===== src/rtl/sfpw_pkg.sv =====
package sfpw_pkg;
  localparam int SMP_W  = 8;
  localparam int LANES  = 4;
  localparam int WORD_W = SMP_W * LANES;

  // One buffered entry: a packed word plus its framing tags.
  typedef struct packed {
    logic              no_data;  // packet end only, no write strobe
    logic              last;     // packet end accompanies this entry
    logic [WORD_W-1:0] word;
  } entry_t;

  typedef enum logic [1:0] {
    SQ_IDLE   = 2'd0,
    SQ_SETUP  = 2'd1,
    SQ_STROBE = 2'd2
  } seq_state_e;
endpackage


===== src/rtl/sfpw_packer.sv =====
module sfpw_packer
  import sfpw_pkg::*;
(
  input  logic             clk,
  input  logic             rst_n,
  input  logic             in_valid,
  input  logic [SMP_W-1:0] in_data,
  input  logic             in_stop,
  output logic             push,
  output entry_t           push_entry
);
  localparam int CW = (LANES > 1) ? $clog2(LANES) : 1;

  logic [CW-1:0]     fill_q, fill_d;
  logic [WORD_W-1:0] acc_q, acc_d;
  logic [WORD_W-1:0] merged;
  logic              word_done;

  always_comb begin
    merged = acc_q;
    for (int i = 0; i < LANES; i++) begin
      if (in_valid && (fill_q == CW'(i))) begin
        merged[i*SMP_W +: SMP_W] = in_data;
      end
    end
  end

  assign word_done = in_valid && (fill_q == CW'(LANES - 1));
  assign push      = in_stop || word_done;

  always_comb begin
    push_entry.word    = merged;
    push_entry.last    = in_stop;
    push_entry.no_data = in_stop && !in_valid && (fill_q == '0);
  end

  always_comb begin
    acc_d  = acc_q;
    fill_d = fill_q;
    if (push) begin
      acc_d  = '0;
      fill_d = '0;
    end else if (in_valid) begin
      acc_d  = merged;
      fill_d = fill_q + 1'b1;
    end
  end

  always_ff @(posedge clk or negedge rst_n) begin
    if (!rst_n) begin
      acc_q  <= '0;
      fill_q <= '0;
    end else if (push || in_valid) begin
      acc_q  <= acc_d;
      fill_q <= fill_d;
    end
  end
endmodule


===== src/rtl/sfpw_buffer.sv =====
module sfpw_buffer
  import sfpw_pkg::*;
#(
  parameter int DEPTH = 4
) (
  input  logic   clk,
  input  logic   rst_n,
  input  logic   push,
  input  entry_t push_entry,
  input  logic   pop,
  output entry_t head,
  output logic   empty,
  output logic   full
);
  localparam int AW = (DEPTH > 1) ? $clog2(DEPTH) : 1;
  localparam int NW = $clog2(DEPTH + 1);

  entry_t        mem [DEPTH];
  logic [AW-1:0] wptr_q, wptr_d, rptr_q, rptr_d;
  logic [NW-1:0] used_q, used_d;
  logic          wr_en, rd_en;

  assign empty = (used_q == '0);
  assign full  = (used_q == NW'(DEPTH));
  assign rd_en = pop && !empty;
  assign wr_en = push && (!full || rd_en);
  assign head  = mem[rptr_q];

  function automatic logic [AW-1:0] bump(input logic [AW-1:0] p);
    return (p == AW'(DEPTH - 1)) ? '0 : p + 1'b1;
  endfunction

  always_comb begin
    wptr_d = wr_en ? bump(wptr_q) : wptr_q;
    rptr_d = rd_en ? bump(rptr_q) : rptr_q;
    used_d = used_q;
    if (wr_en && !rd_en) used_d = used_q + 1'b1;
    else if (rd_en && !wr_en) used_d = used_q - 1'b1;
  end

  always_ff @(posedge clk or negedge rst_n) begin
    if (!rst_n) begin
      wptr_q <= '0;
      rptr_q <= '0;
      used_q <= '0;
    end else begin
      wptr_q <= wptr_d;
      rptr_q <= rptr_d;
      used_q <= used_d;
    end
  end

  for (genvar g = 0; g < DEPTH; g++) begin : g_slot
    always_ff @(posedge clk) begin
      if (wr_en && (wptr_q == AW'(g))) begin
        mem[g] <= push_entry;
      end
    end
  end
endmodule


===== src/rtl/sfpw_bus_seq.sv =====
module sfpw_bus_seq
  import sfpw_pkg::*;
(
  input  logic              clk,
  input  logic              rst_n,
  input  logic              rdy_a,
  input  logic              rdy_b,
  input  logic              buf_empty,
  input  entry_t            head,
  output logic              pop,
  output logic              cs_n,
  output logic              wr_n,
  output logic              pktend_n,
  output logic [WORD_W-1:0] data
);
  seq_state_e state_q, state_d;

  always_comb begin
    state_d = state_q;
    unique case (state_q)
      SQ_IDLE:   if (!buf_empty && rdy_a && rdy_b) state_d = SQ_SETUP;
      SQ_SETUP:  state_d = SQ_STROBE;
      SQ_STROBE: state_d = SQ_IDLE;
      default:   state_d = SQ_IDLE;
    endcase
  end

  always_ff @(posedge clk or negedge rst_n) begin
    if (!rst_n) state_q <= SQ_IDLE;
    else        state_q <= state_d;
  end

  always_comb begin
    cs_n     = 1'b1;
    wr_n     = 1'b1;
    pktend_n = 1'b1;
    data     = '0;
    pop      = 1'b0;
    if (state_q == SQ_SETUP) begin
      cs_n = 1'b0;
      data = head.word;
    end else if (state_q == SQ_STROBE) begin
      cs_n     = 1'b0;
      data     = head.word;
      wr_n     = head.no_data;
      pktend_n = !head.last;
      pop      = 1'b1;
    end
  end
endmodule


===== src/rtl/sfifo_pack_writer.sv =====
module sfifo_pack_writer
  import sfpw_pkg::*;
#(
  parameter int         DEPTH     = 4,
  parameter logic [1:0] FIFO_ADDR = 2'd0
) (
  input  logic              clk,
  input  logic              rst_n,
  input  logic              smp_valid,
  input  logic [SMP_W-1:0]  smp_data,
  input  logic              stop_req,
  input  logic              fifo_rdy_a,
  input  logic              fifo_rdy_b,
  output logic              fifo_cs_n,
  output logic              fifo_wr_n,
  output logic              fifo_rd_n,
  output logic              fifo_oe_n,
  output logic              fifo_pktend_n,
  output logic [1:0]        fifo_addr,
  output logic [WORD_W-1:0] fifo_data,
  output logic              overflow
);
  // Reset: asynchronous assertion, synchronous release.
  logic [1:0] rsync_q;
  logic       rst_int_n;

  always_ff @(posedge clk or negedge rst_n) begin
    if (!rst_n) rsync_q <= 2'b00;
    else        rsync_q <= {rsync_q[0], 1'b1};
  end
  assign rst_int_n = rsync_q[1];

  logic   push, pop, buf_empty, buf_full;
  entry_t push_entry, head;
  logic   ovf_q, ovf_d;

  sfpw_packer u_pack (
    .clk        (clk),
    .rst_n      (rst_int_n),
    .in_valid   (smp_valid),
    .in_data    (smp_data),
    .in_stop    (stop_req),
    .push       (push),
    .push_entry (push_entry)
  );

  sfpw_buffer #(.DEPTH(DEPTH)) u_buf (
    .clk        (clk),
    .rst_n      (rst_int_n),
    .push       (push),
    .push_entry (push_entry),
    .pop        (pop),
    .head       (head),
    .empty      (buf_empty),
    .full       (buf_full)
  );

  sfpw_bus_seq u_seq (
    .clk       (clk),
    .rst_n     (rst_int_n),
    .rdy_a     (fifo_rdy_a),
    .rdy_b     (fifo_rdy_b),
    .buf_empty (buf_empty),
    .head      (head),
    .pop       (pop),
    .cs_n      (fifo_cs_n),
    .wr_n      (fifo_wr_n),
    .pktend_n  (fifo_pktend_n),
    .data      (fifo_data)
  );

  assign ovf_d = ovf_q || (push && buf_full && !pop);

  always_ff @(posedge clk or negedge rst_int_n) begin
    if (!rst_int_n) ovf_q <= 1'b0;
    else            ovf_q <= ovf_d;
  end

  assign overflow  = ovf_q;
  assign fifo_rd_n = 1'b1;
  assign fifo_oe_n = 1'b1;
  assign fifo_addr = FIFO_ADDR;
endmodule


===== config.mk =====
export PLATFORM = sky130hd
export DESIGN_NAME = sfifo_pack_writer
export DESIGN_NICKNAME = d
export VERILOG_FILES = /design/src/rtl/sfpw_pkg.sv /design/src/rtl/sfpw_packer.sv /design/src/rtl/sfpw_buffer.sv /design/src/rtl/sfpw_bus_seq.sv /design/src/rtl/sfifo_pack_writer.sv
export SDC_FILE = /design/constraint.sdc
export NUM_CORES = 1
export LEC_CHECK = 0
export ABC_AREA = 1
export CORE_MARGIN = 1.5
export CORE_UTILIZATION = 63
export DETAILED_ROUTE_END_ITERATION = 10
export GPL_ROUTABILITY_DRIVEN = 0
export PLACE_DENSITY = 0.8
export SLEW_MARGIN = 20
export SYNTH_ARGS = -nofsm -noshare
export SYNTH_HDL_FRONTEND = slang
export SYNTH_SLANG_ARGS = --single-unit

===== constraint.sdc =====
create_clock -name clk -period 3.3 [get_ports clk]
set_input_delay 0.33 -clock clk [delete_from_list [all_inputs] [get_ports clk]]
set_output_delay 0.33 -clock clk [all_outputs]
set_load 0.02 [all_outputs]

==> results.sh <==
export IMPL_async_flop_share_pct=25.27
export IMPL_post_cts_buffers=0
export IMPL_row_count=40
export IMPL_die_h_um=115.6
export IMPL_cap_viol_max_count=0
export IMPL_period_share_pct=88.39
export IMPL_cts_tree="done"
export IMPL_ctsHoldBuffers=0
export IMPL_cp_arrival_ps=2590
export IMPL_worstSetupPathType="reg2out"
export IMPL_core_area_um2=12160
export IMPL_cp_start_kind="register"
export IMPL_nNetsFinal=879
export IMPL_synth_warnings=0
export IMPL_setup_viol=0
export IMPL_clock_path_buffers=2
export IMPL_cts_htree_levels=4
export IMPL_io_pins=54
export IMPL_vdd_ir_drop_worst_v=0.0005343
export IMPL_n_fill_cell=794
export IMPL_antenna_left=0
export IMPL_worstPathRequired_ps=2970
export IMPL_cpLargestDelayFamily="buffers and inverters"
export IMPL_cp_cell_sequence="buf_4 > nand2_1 > nand2_1 > nand2_1 > a21oi_1 > clkdlybuf4s50_1"
export IMPL_worst_pin_slew_ps=790.2
export IMPL_fin_skew_ps=11.95
export IMPL_clk_latency_ps=430
export IMPL_synth_seq_cells=182
export IMPL_cp_num_buf_inv=2
export IMPL_ff2ff_setup_slack_ps=780
export IMPL_dp_hpwl_mm=9.798
export IMPL_grt_pass1_vias=5510
export IMPL_cts_resized=0
export IMPL_slowest_stage="clkdlybuf4s50_1"
export IMPL_synth_edf_count=136
export IMPL_rsz0062_at_grt="no"
export IMPL_syn_inst=806
export IMPL_wl_per_cell_um=16.26
export IMPL_reg2regPathDepth=12
export IMPL_slew_limit_headroom_pct=47.32
export IMPL_start_util_pct=65.65
export IMPL_path_clk_slew_ps=60
export IMPL_min_path_type="in2async"
export IMPL_cts_buffers=17
export IMPL_layout_setup_ws_ps=383.0
export IMPL_slowest_delay_ps=640
export IMPL_cp_depth=6
export IMPL_die_area_um2=13360
export IMPL_yosysSeqAreaShare_pct=65.57
export IMPL_finalHoldViolCount=0
export IMPL_track_usage_pct=26.99
export IMPL_cp_end_kind="primary output"
export IMPL_crit_top_cell="nand2_1"
export IMPL_dr_pass1_iters=4
export IMPL_antenna_found_initial=0
export IMPL_portBuffers=49
export IMPL_dieWidth_um=115.6
export IMPL_post_synth_num_cell_types=22
export IMPL_place_ws_ps=463.0
export IMPL_final_util_pct=75.66
export IMPL_ys_flop_type="edfxtp_1"
export IMPL_final_max_slew_viol_count=0
export IMPL_grt_pass1_wl_mm=26.41
export IMPL_syn_avg_cell_area_um2=9.906
export IMPL_setup_tns_ps=0
export IMPL_drt_wl_total_mm=16.75
export IMPL_drc=0
export IMPL_syn_area_um2=7984
export IMPL_syn2layout_area_growth_pct=15.25
export IMPL_max_clock_freq_mhz=342.8
export IMPL_drt_iter0_markers=435
export IMPL_num_vias=5471
export IMPL_drive_gt1_share_pct=5.336
export IMPL_status="complete, no violations"
export IMPL_p_leak_nw=4.239
export IMPL_power_density_nw_per_um2=867.6
export IMPL_period_needed_ps=2917
export IMPL_crit_fanout=72
export IMPL_grt_max_degree=73
export IMPL_cts_sinks=182
export IMPL_gr_total_overflow=0
export IMPL_antennaDiodeCount=0
export IMPL_via_per_inst=5.312
export IMPL_root_buffer="clkbuf_16"
==> logic make-up after synthesis <==
group                    synth area share (%)
flip-flops                              65.57
buffers and inverters                   9.732
other                                 0.09406
XOR/XNOR                               0.1097
AND/OR/NAND/NOR                         17.54
AO/OA/AOI/OAI                           4.357
adder cells (fa/ha/maj)                 2.601
==> registers in the layout, summed over array words and instances, names as in the netlist <==
register,cells
u_pack.acc_q,32
u_seq.state_q,2
u_buf.wptr_q,2
u_buf.rptr_q,2
u_buf.mem,136
overflow,1
u_buf.used_q,3
rsync_q,2
u_pack.fill_q,2
==> final timing paths <==
kind                                              start                      endpoint
setup / recovery            u_buf.rptr_q[0]$_DFFE_PN0P_                 fifo_data[11]
hold / removal                                    rst_n          rsync_q[1]$_DFF_PN0_
min in group clk                   rsync_q[0]$_DFF_PN0_          rsync_q[1]$_DFF_PN0_
setup reg to reg           u_seq.state_q[0]$_DFFE_PN0P_   u_buf.used_q[2]$_DFFE_PN0P_
max in group asynchronous          rsync_q[1]$_DFF_PN0_   u_buf.rptr_q[0]$_DFFE_PN0P_
hold reg to reg                    rsync_q[1]$_DFF_PN0_  u_pack.fill_q[1]$_DFFE_PN0P_
==> layer usage <==
metal / vias up / wire (um) / GRT usage (%)
li1: 2594 / - / -
met1: 2653 / 6496 / 31.48
met2: 184 / 8886 / 47.73
met3: 40 / 952 / 5.387
met4: 0 / 414 / 13.66
met5: - / 0 / 0
==> cell usage in the layout (no fill, tap or decap) <==
| master | synthesis | final |
|---|---|---|
| nand2_1 | 259 | 259 |
| inv_1 | 141 | 141 |
| edfxtp_1 | 136 | 136 |
| clkdlybuf4s50_1 | 0 | 49 |
| nor2_1 | 51 | 46 |
| dfrtp_1 | 46 | 44 |
| a21oi_1 | 42 | 42 |
| nand3_1 | 40 | 40 |
| o21ai_0 | 25 | 25 |
| clkbuf_16 | 0 | 19 |
| ha_1 | 15 | 15 |
| clkbuf_1 | 9 | 8 |
| nor2_2 | 0 | 5 |
| conb_1 | 2 | 5 |
| buf_12 | 0 | 5 |
| buf_4 | 7 | 5 |
| clkbuf_8 | 0 | 4 |
| inv_2 | 2 | 2 |
| or2_2 | 2 | 2 |
| nand4_1 | 2 | 2 |
| nand2_4 | 1 | 1 |
| o21ai_1 | 1 | 1 |
| o211ai_1 | 1 | 1 |
| xnor2_1 | 1 | 1 |
| fa_1 | 1 | 1 |
| bufinv_16 | 0 | 1 |
| dfrtp_4 | 0 | 1 |
| dfrtp_2 | 0 | 1 |
==> stage by stage <==
stage | power, mW | instances | area (um^2) | hold slack [ps]
2_1_floorplan | 4.958 | 809 | 7995 | 34.41
3_3_place_gp | 5.884 | 998 | 8608 | 344.8
3_5_place_dp | 6.020 | 998 | 8608 | 337.1
4_1_cts | 8.000 | 1030 | 9199 | 49.58
5_1_grt | 8.387 | 1030 | 9201 | 67.62
6_report | 7.983 | 1030 | 9201 | 54.17
==> power breakdown <==
part / internal, mW / switching [mW] / leakage [nW]
combinational: 1.03 / 1.89 / 2.07
clock: 1.21 / 0.776 / 0.286
sequential: 2.94 / 0.140 / 1.88
total: 5.18 / 2.80 / 4.24
==> layout make-up <==
cell class | count | area, um^2 | area share, %
inverter | 143 | 536.8 | 5.834
multi-input combinational | 446 | 1996 | 21.69
timing repair buffer | 59 | 628.1 | 6.826
tap | 168 | 210.2 | 2.284
sequential | 182 | 5240 | 56.95
clock buffer | 31 | 560.5 | 6.092
clock inverter | 1 | 30.03 | 0.3264
==> synth_stat cells, types with 2 or more instances <==
master | count | area (um^2)
nand2_1 | 259 | 972.2
dfrtp_1 | 46 | 1151
conb_1 | 2 | 7.510
a21oi_1 | 42 | 210.2
inv_2 | 2 | 7.510
or2_2 | 2 | 12.51
edfxtp_1 | 136 | 4084
nor2_1 | 51 | 191.4
buf_4 | 7 | 52.55
inv_1 | 141 | 529.3
nand3_1 | 40 | 200.2
buf_6 | 7 | 78.83
ha_1 | 15 | 187.7
buf_2 | 15 | 75.07
clkbuf_1 | 9 | 33.78
o21ai_0 | 25 | 125.1
nand4_1 | 2 | 12.51
Power figures use the tool's default switching activity.
